<file path="src/rtl/ocp_alert_pkg.sv">
package ocp_alert_pkg;

    localparam int LIM_W = 8;
    localparam int EN_W  = 5;

    localparam logic [1:0] SEL_ENABLE = 2'd1;
    localparam logic [1:0] SEL_LIMIT  = 2'd2;
    localparam logic [1:0] SEL_CTRL   = 2'd3;

    localparam int EN_SINGLE = 0;
    localparam int EN_RUN    = 1;
    localparam int EN_OC     = 2;
    localparam int EN_PERMIT = 3;
    localparam int EN_CLEAR  = 4;

    localparam logic [EN_W-1:0]  ENABLE_RST = 5'b00100;
    localparam logic [LIM_W-1:0] LIMIT_RST  = 8'hFF;

    typedef struct packed {
        logic [EN_W-1:0]  enable;
        logic [LIM_W-1:0] limit;
        logic             force_off;
    } cfg_t;

    typedef struct packed {
        logic adc;
        logic oc;
    } status_t;

endpackage

</file>
<file path="src/rtl/ocp_cfg_regs.sv">
module ocp_cfg_regs
    import ocp_alert_pkg::*;
(
    input  logic             clk,
    input  logic             rst_n,
    input  logic             wr_en,
    input  logic [1:0]       wr_sel,
    input  logic [LIM_W-1:0] wr_data,
    output cfg_t             cfg
);

    cfg_t cfg_d, cfg_q;

    always_comb begin
        cfg_d = cfg_q;
        // the clear command lives for one cycle only
        cfg_d.enable[EN_CLEAR] = 1'b0;
        if (wr_en) begin
            case (wr_sel)
                SEL_ENABLE: cfg_d.enable    = wr_data[EN_W-1:0];
                SEL_LIMIT:  cfg_d.limit     = wr_data;
                SEL_CTRL:   cfg_d.force_off = wr_data[0];
                default:    ;
            endcase
        end
    end

    always_ff @(posedge clk) begin
        if (!rst_n) begin
            cfg_q.enable    <= ENABLE_RST;
            cfg_q.limit     <= LIMIT_RST;
            cfg_q.force_off <= 1'b0;
        end else begin
            cfg_q <= cfg_d;
        end
    end

    assign cfg = cfg_q;

endmodule

</file>
<file path="src/rtl/ocp_run_tracker.sv">
module ocp_run_tracker
    import ocp_alert_pkg::*;
#(
    parameter int ADC_W   = 12,
    parameter int RUN_LEN = 4
) (
    input  logic             clk,
    input  logic             rst_n,
    input  logic             conv_valid,
    input  logic [ADC_W-1:0] conv_data,
    input  logic [LIM_W-1:0] limit,
    output logic             hit_single,
    output logic             hit_run
);

    localparam int CNT_W = $clog2(RUN_LEN + 1);
    localparam logic [CNT_W-1:0] CNT_MAX  = CNT_W'(RUN_LEN);
    localparam logic [CNT_W-1:0] CNT_LAST = CNT_W'(RUN_LEN - 1);

    typedef struct packed {
        logic [CNT_W-1:0] count;
    } run_t;

    run_t run_d, run_q;
    logic above;

    always_comb begin
        above      = conv_data[ADC_W-1 -: LIM_W] > limit;
        hit_single = conv_valid && above;
        hit_run    = conv_valid && above && (run_q.count >= CNT_LAST);
        run_d      = run_q;
        if (conv_valid) begin
            if (!above) begin
                run_d.count = '0;
            end else if (run_q.count != CNT_MAX) begin
                run_d.count = run_q.count + 1'b1;
            end
        end
    end

    always_ff @(posedge clk) begin
        if (!rst_n) begin
            run_q.count <= '0;
        end else begin
            run_q <= run_d;
        end
    end

endmodule

</file>
<file path="src/rtl/ocp_status_flags.sv">
module ocp_status_flags
    import ocp_alert_pkg::*;
(
    input  logic    clk,
    input  logic    rst_n,
    input  cfg_t    cfg,
    input  logic    hit_single,
    input  logic    hit_run,
    input  logic    oc_flag,
    output status_t status,
    output logic    alert_n
);

    status_t st_d, st_q;
    logic    set_adc, set_oc, want_alert, muted;

    always_comb begin
        set_adc = (cfg.enable[EN_SINGLE] && hit_single) ||
                  (cfg.enable[EN_RUN] && hit_run);
        set_oc  = cfg.enable[EN_OC] && oc_flag;
        st_d    = st_q;
        if (cfg.enable[EN_CLEAR]) begin
            st_d.adc = 1'b0;
            st_d.oc  = 1'b0;
        end
        st_d.adc = st_d.adc | set_adc;
        st_d.oc  = st_d.oc  | set_oc;

        want_alert = (st_q.adc && (cfg.enable[EN_SINGLE] || cfg.enable[EN_RUN])) ||
                     (st_q.oc && cfg.enable[EN_OC]);
        muted      = cfg.force_off && cfg.enable[EN_PERMIT];
        alert_n    = !(want_alert && !muted);
    end

    always_ff @(posedge clk) begin
        if (!rst_n) begin
            st_q.adc <= 1'b0;
            st_q.oc  <= 1'b0;
        end else begin
            st_q <= st_d;
        end
    end

    assign status = st_q;

endmodule

</file>
<file path="src/rtl/ocp_alert_monitor.sv">
module ocp_alert_monitor
    import ocp_alert_pkg::*;
#(
    parameter int ADC_W   = 12,
    parameter int RUN_LEN = 4
) (
    input  logic             clk,
    input  logic             rst_n,
    input  logic             wr_en,
    input  logic [1:0]       wr_sel,
    input  logic [7:0]       wr_data,
    input  logic             conv_valid,
    input  logic [ADC_W-1:0] conv_data,
    input  logic             oc_flag,
    output logic [4:0]       reg_enable,
    output logic [7:0]       reg_limit,
    output logic             reg_ctrl,
    output logic             status_adc,
    output logic             status_oc,
    output logic             alert_n
);

    cfg_t    cfg;
    status_t status;
    logic    hit_single, hit_run;

    ocp_cfg_regs u_cfg (
        .clk     (clk),
        .rst_n   (rst_n),
        .wr_en   (wr_en),
        .wr_sel  (wr_sel),
        .wr_data (wr_data),
        .cfg     (cfg)
    );

    ocp_run_tracker #(
        .ADC_W   (ADC_W),
        .RUN_LEN (RUN_LEN)
    ) u_run (
        .clk        (clk),
        .rst_n      (rst_n),
        .conv_valid (conv_valid),
        .conv_data  (conv_data),
        .limit      (cfg.limit),
        .hit_single (hit_single),
        .hit_run    (hit_run)
    );

    ocp_status_flags u_flags (
        .clk        (clk),
        .rst_n      (rst_n),
        .cfg        (cfg),
        .hit_single (hit_single),
        .hit_run    (hit_run),
        .oc_flag    (oc_flag),
        .status     (status),
        .alert_n    (alert_n)
    );

    assign reg_enable = cfg.enable;
    assign reg_limit  = cfg.limit;
    assign reg_ctrl   = cfg.force_off;
    assign status_adc = status.adc;
    assign status_oc  = status.oc;

endmodule

</file>
<file path="config.mk">
export PLATFORM = sky130hd
export DESIGN_NAME = ocp_alert_monitor
export DESIGN_NICKNAME = d
export VERILOG_FILES = /design/src/rtl/ocp_alert_pkg.sv /design/src/rtl/ocp_cfg_regs.sv /design/src/rtl/ocp_run_tracker.sv /design/src/rtl/ocp_status_flags.sv /design/src/rtl/ocp_alert_monitor.sv
export SDC_FILE = /design/constraint.sdc
export NUM_CORES = 1
export LEC_CHECK = 0
export ABC_AREA = 1
export BUFFER_PORTS_ARGS = -buffer_cell sky130_fd_sc_hd__buf_4
export CAP_MARGIN = 20
export CORE_UTILIZATION = 42
export DETAILED_ROUTE_END_ITERATION = 6
export PLACE_DENSITY_LB_ADDON = 0.08
export SETUP_SLACK_MARGIN = 0.3
export SYNTH_ARGS = -nofsm -noshare
export SYNTH_HDL_FRONTEND = slang
export SYNTH_SLANG_ARGS = --single-unit
</file>
<file path="constraint.sdc">
create_clock -name clk -period 1.3 [get_ports clk]
set_input_delay 0.13 -clock clk [delete_from_list [all_inputs] [get_ports clk]]
set_output_delay 0.13 -clock clk [all_outputs]
set_load 0.01 [all_outputs]
</file>
Word-level counts from Yosys, hierarchy flattened

Index checks and enable logic that the tools add are counted.

Bits in registers: 19
Input bits: 27
Output and inout bits: 17
Logic and storage cells: 39

$add $sub $neg: 1
$lt $le $gt $ge: 2
Equal/unequal tests: 5
Mux-type cells: 3
Bitwise operators: 2
Reduce and logical (&&, ||, !) cells: 19

Operators with widths:

| kind                  | number |
|---|---|
| $logic_and A1 B1 Y1   | 9 |
| $gt A8 B8 Y1          | 1 |
| $reduce_and A2 Y1     | 4 |
| $mux W3               | 2 |
| $eq A2 B2 Y1 const B  | 2 |
| $add A3 B1 Y3 const B | 1 |
| $ge A3 B2 Y1 const B  | 1 |
| $logic_or A1 B1 Y1    | 3 |
| $ne A3 B3 Y1 const B  | 1 |
| $reduce_and A3 Y1     | 1 |
| $eq A2 B1 Y1 const B  | 1 |
| $logic_not A1 Y1      | 2 |
| $mux W2               | 1 |
| $ne A2 B2 Y1 const B  | 1 |
| $or A1 B1 Y1          | 2 |

Logic depth before layout (Yosys ltp)

Depth after elaboration: 6
Mapped depth: 13
Depth with buffers taken out: 13

By module

From an unflattened synthesis, not the netlist that was laid out.

Cells, all modules: 156
Area total of the unflattened synthesis: 1111.1 µm²

By module, submodules not included:

| module           | times used | cells an instance | area an instance (µm²) | sequential area each (µm²) |
|---|---|---|---|---|
| ocp_cfg_regs     | 1          | 71                | 543.0                  | 280.3 |
| ocp_run_tracker  | 1          | 66                | 459.2                  | 60.1 |
| ocp_status_flags | 1          | 19                | 108.9                  | 40.0 |

Worst setup path before layout

Ideal clock, no wire load.

Path type: register to register
Start: register, netlist name u_cfg.cfg[8]
End: register u_run.run_q[2] (netlist name)
Library setup time: 113 ps
Data arrival time: 1356 ps
Data required time: 1187 ps
Slack: -169 ps
Stages on the path, launching flop included: 10
Buffers on the path: 0
Period minus slack after synthesis: 1469 ps
Path through: dfxtp_1 inv_1 ha_1 a21o_1 nor2_1 nand2_2 nand3_2 nand2_1 o21ai_1 inv_1

Word-level cells in the longest chain between the ends: 3
Elaborated cells between the ends (all ways): 4
Those cells by class: order compare: 1; eq/ne: 1; mux: 1; reduce/logical: 1

Ends and longest elaborated chain:

| item                        | line                  | RTL |
|---|---|---|
| $gt A8 B8 Y1 (*)            | ocp_run_tracker.sv:28 | `above = conv_data[ADC_W-1 -: LIM_W] > limit;` |
| $ne A2 B2 Y1 (no line)      | n/a                   |  |
| $reduce_and A2 Y1 (no line) | n/a                   |  |
| end signal, assigned        | ocp_run_tracker.sv:45 | `run_q <= run_d;` |
| end, declared               | ocp_run_tracker.sv:24 | `run_t run_d, run_q;` |

Mark *: on every way between the ends. The rest lies on a longest branch, timed or not.
A chain may end at the register's enable or synchronous reset.

Worst setup path after layout

Start: register, netlist name u_cfg.cfg[6]
End: register u_run.run_q[2] (netlist name)

Word-level cells in the longest chain between the ends: 3
Elaborated cells between the ends (all ways): 4
Those cells by class: order compare: 1; eq/ne: 1; mux: 1; reduce/logical: 1

Ends and longest elaborated chain:

| item                        | line |
|---|---|
| $gt A8 B8 Y1 (*)            | ocp_run_tracker.sv:28 |
| $ne A2 B2 Y1 (no line)      | n/a |
| $reduce_and A2 Y1 (no line) | n/a |

Marked as above.

==> impl_metrics.toml <==
[layout]
diodes = 0
final_cell_mix = "buf_4 (42), nand2_1 (23), inv_1 (16), dfxtp_2 (14), nor2_1 (13)"
fin_area_um2 = 1705
final_cells = 220
drive_gt1_share_pct = 54.69
syn2layout_area_growth_pct = 63.63
final_common_cell = "buf_4"
fillers = 165
finalNetCount = 231

[global_routing]
grt_pass1_vias = 1055
grt_pass1_wl_um = 4422
grt_start_max_net_pins = 18
grt_usage_pct = 22.74
antenna_found_initial = 0
overflow = 0

[clock_tree]
htree_levels = 1
worstSkewPairLatency_ns = 0.31
clock_sinks = 19
clk_pin_slew_ns = 0.12
cts_max_path_buffers = 2
clock-root-buffer = "clkbuf_4"
numCtsBuffers = 3
cts_tree = "built"

[timing]
timing.final.crit_period_ns = 1.506
setup_viol = 4
relSlewSlack_pct = 85.51
tightestPinTransition_ns = 0.2168
timing.final.crit_share_pct = 115.9
final.setup.worst_slack_ns = -0.2061
hold_violations = 0
drv_slew = 0
rsz0062_at_grt = "yes"
finalClockSkew_ns = 0.003337
fmax_mhz = 664.0

[placed_design]
dp_hpwl_um = 1915
placed_cell_area_um2 = 1454
dp_cells = 208
io_buffers = 39
gp_congestion = 0.8370

[power_and_ir_drop]
ir_worst_vdd_mv = 0.5738
p_int_uw = 932.4
powerDensity_nw_per_um2 = 788.3
clkPwrFrac_pct = 24.1
leakage_uw = 0.0008266
seq_power_share_pct = 47.5
switching_share_pct = 30.65
combPwrFrac_pct = 28.5
switching_power_uw = 412.0

[worst_setup_path]
ff2ff_path_depth = 9
cp_data_arrival_time_ns = 1.73
start_kind = "flip-flop"
worstSetupPathType = "flip-flop to flip-flop"
critPathMaxFanout = 5
cp-end-kind = "flip-flop"
crit_required_ns = 1.53

[routing]
drc = 0
wl_um = 2824
drtIter0Drc = 14
viasPerCell = 4.909
vias = 1080
post_drt_wl_per_cell_um = 12.84
drtPass1Iterations = 4
drtAntennaViolNets = 0

[yosys]
syn-num-nets = 176
yosys_warnings = 0
yosysUniqueCellTypes = 22
ys_seq_area_share_pct = 36.49
syn_inst = 138
synth_area_um2 = 1042
ys_ff_latch = 19
syn_area_per_cell_um2 = 7.553

[status]
violations = "negative setup slack"
outcome = "finished, violations left"

[min_path]
min_path_cells = 3
hold_path.class = "primary input to flip-flop"

[die]
die_height_um = 51.82
io_pins = 44
rows = 17
core_um2 = 2276
initial_core_util_pct = 45.79
die_area_um2 = 2685
chipWidth_um = 51.82

[run]
max_cap_viol_count = 0
final timing paths:
kind                                  start  slack, ns                     endpoint
hold / removal                   wr_data[7]       0.03    u_cfg.cfg[8]$_SDFFE_PN1P_
setup / recovery  u_cfg.cfg[6]$_SDFFE_PN1P_      -0.21  u_run.run_q[2]$_SDFFE_PN0P_
setup reg to reg  u_cfg.cfg[6]$_SDFFE_PN1P_      -0.21  u_run.run_q[2]$_SDFFE_PN0P_
hold reg to reg   u_cfg.cfg[0]$_SDFFE_PN0P_       0.47    u_cfg.cfg[0]$_SDFFE_PN0P_
stage by stage:
step | setup TNS, ns | util (%) | power (uW) | worst slack [ns] | hold WS (ns)
global placement | -0.4724 | 63.88 | 935.3 | -0.1620 | 0.3460
global route | -1.007 | 74.93 | 1415 | -0.2793 | 0.02531
CTS | -0.5829 | 72.13 | 1321 | -0.1718 | 0.03026
detailed placement | -0.6580 | 63.88 | 945.3 | -0.2128 | 0.3549
finish | -0.7007 | 74.93 | 1344 | -0.2061 | 0.02645
floorplan | -0.2780 | - | 802.8 | -0.09299 | 0.2432
critical path, cell delays in order, from the launching register on:
cell     delay, ns
dfxtp_2       0.36
inv_2         0.05
ha_4          0.27
nand2_2       0.07
nor2_4        0.16
nand4_4       0.14
nand3_4       0.16
nand2_2       0.07
o21ai_2       0.10
inv_1         0.05
layer usage:
layer,track usage (%),part of all wire (%),vias to the layer above
met5,0,0,-
met4,9.459,1.8,0
met3,2.924,4.1,5
met2,42.21,51,35
met1,25.76,43,482
li1,-,-,558
state kept, by name (all words and copies together), names as in the netlist:
register        cells
u_run.run_q         3
u_flags.status      2
u_cfg.cfg          14
power by group through the flow:
| stage | sequential (uW) | combinational, uW | clock (uW) |
|---|---|---|---|
| 6_report | 638 | 383 | 323 |
| 5_1_grt | 643 | 421 | 352 |
| 4_1_cts | 637 | 358 | 326 |
| 3_5_place_dp | 649 | 296 | 0 |
| 3_3_place_gp | 648 | 287 | 0 |
| 2_1_floorplan | 658 | 145 | 0 |
cell families (layout without fill, tap and decap cells):
| kind of cell | count (synthesis) | count (layout) | share of synthesized area (%) |
|---|---|---|---|
| compound gates | 26 | 26 | 15.37 |
| fa+ha+maj | 11 | 11 | 13.21 |
| buf+inv | 27 | 81 | 11.16 |
| flops | 19 | 19 | 36.49 |
| simple gates | 55 | 55 | 23.77 |
synth_stat cells:
library cell   n  area, um2
nand2_1       28      105.1
o211ai_1       8      60.06
nand3_1        7      35.03
dfxtp_1       19      380.4
ha_1          11      137.6
o21ai_0        6      30.03
buf_4          1      7.510
buf_6          1      11.26
a21o_1         1      7.510
o2111ai_1      1      8.760
nor2_2         1      6.260
nand4_2        1      12.51
nand2_2        1      6.260
inv_1         23      86.33
nor3_4         1      16.27
nand3_2        1      10.01
o21ai_1        1      5.000
a22o_1         1      8.760
nor2_1        15      56.30
a21oi_1        8      40.04
inv_2          1      3.750
clkbuf_4       1      7.510
cell type report:
cell class	count	area (um2)	area share, %
Timing Repair Buffer	53	439.2	25.75
Tap cell	28	35.03	2.054
Clock inverter	1	5.005	0.2935
Sequential cell	19	397.9	23.33
Multi-Input combinational cell	92	715.7	41.97
Inverter	24	90.09	5.282
Clock buffer	3	22.52	1.321
timing repair:
item | CTS | global route
pin swaps | 17 | 11
hold buffers | 0 | 0
buffers inserted | 6 | 2
setup endpoints to repair | 7 | 11
gates resized for setup | 30 | 12
Note: power is estimated with default switching activity, not from simulation.
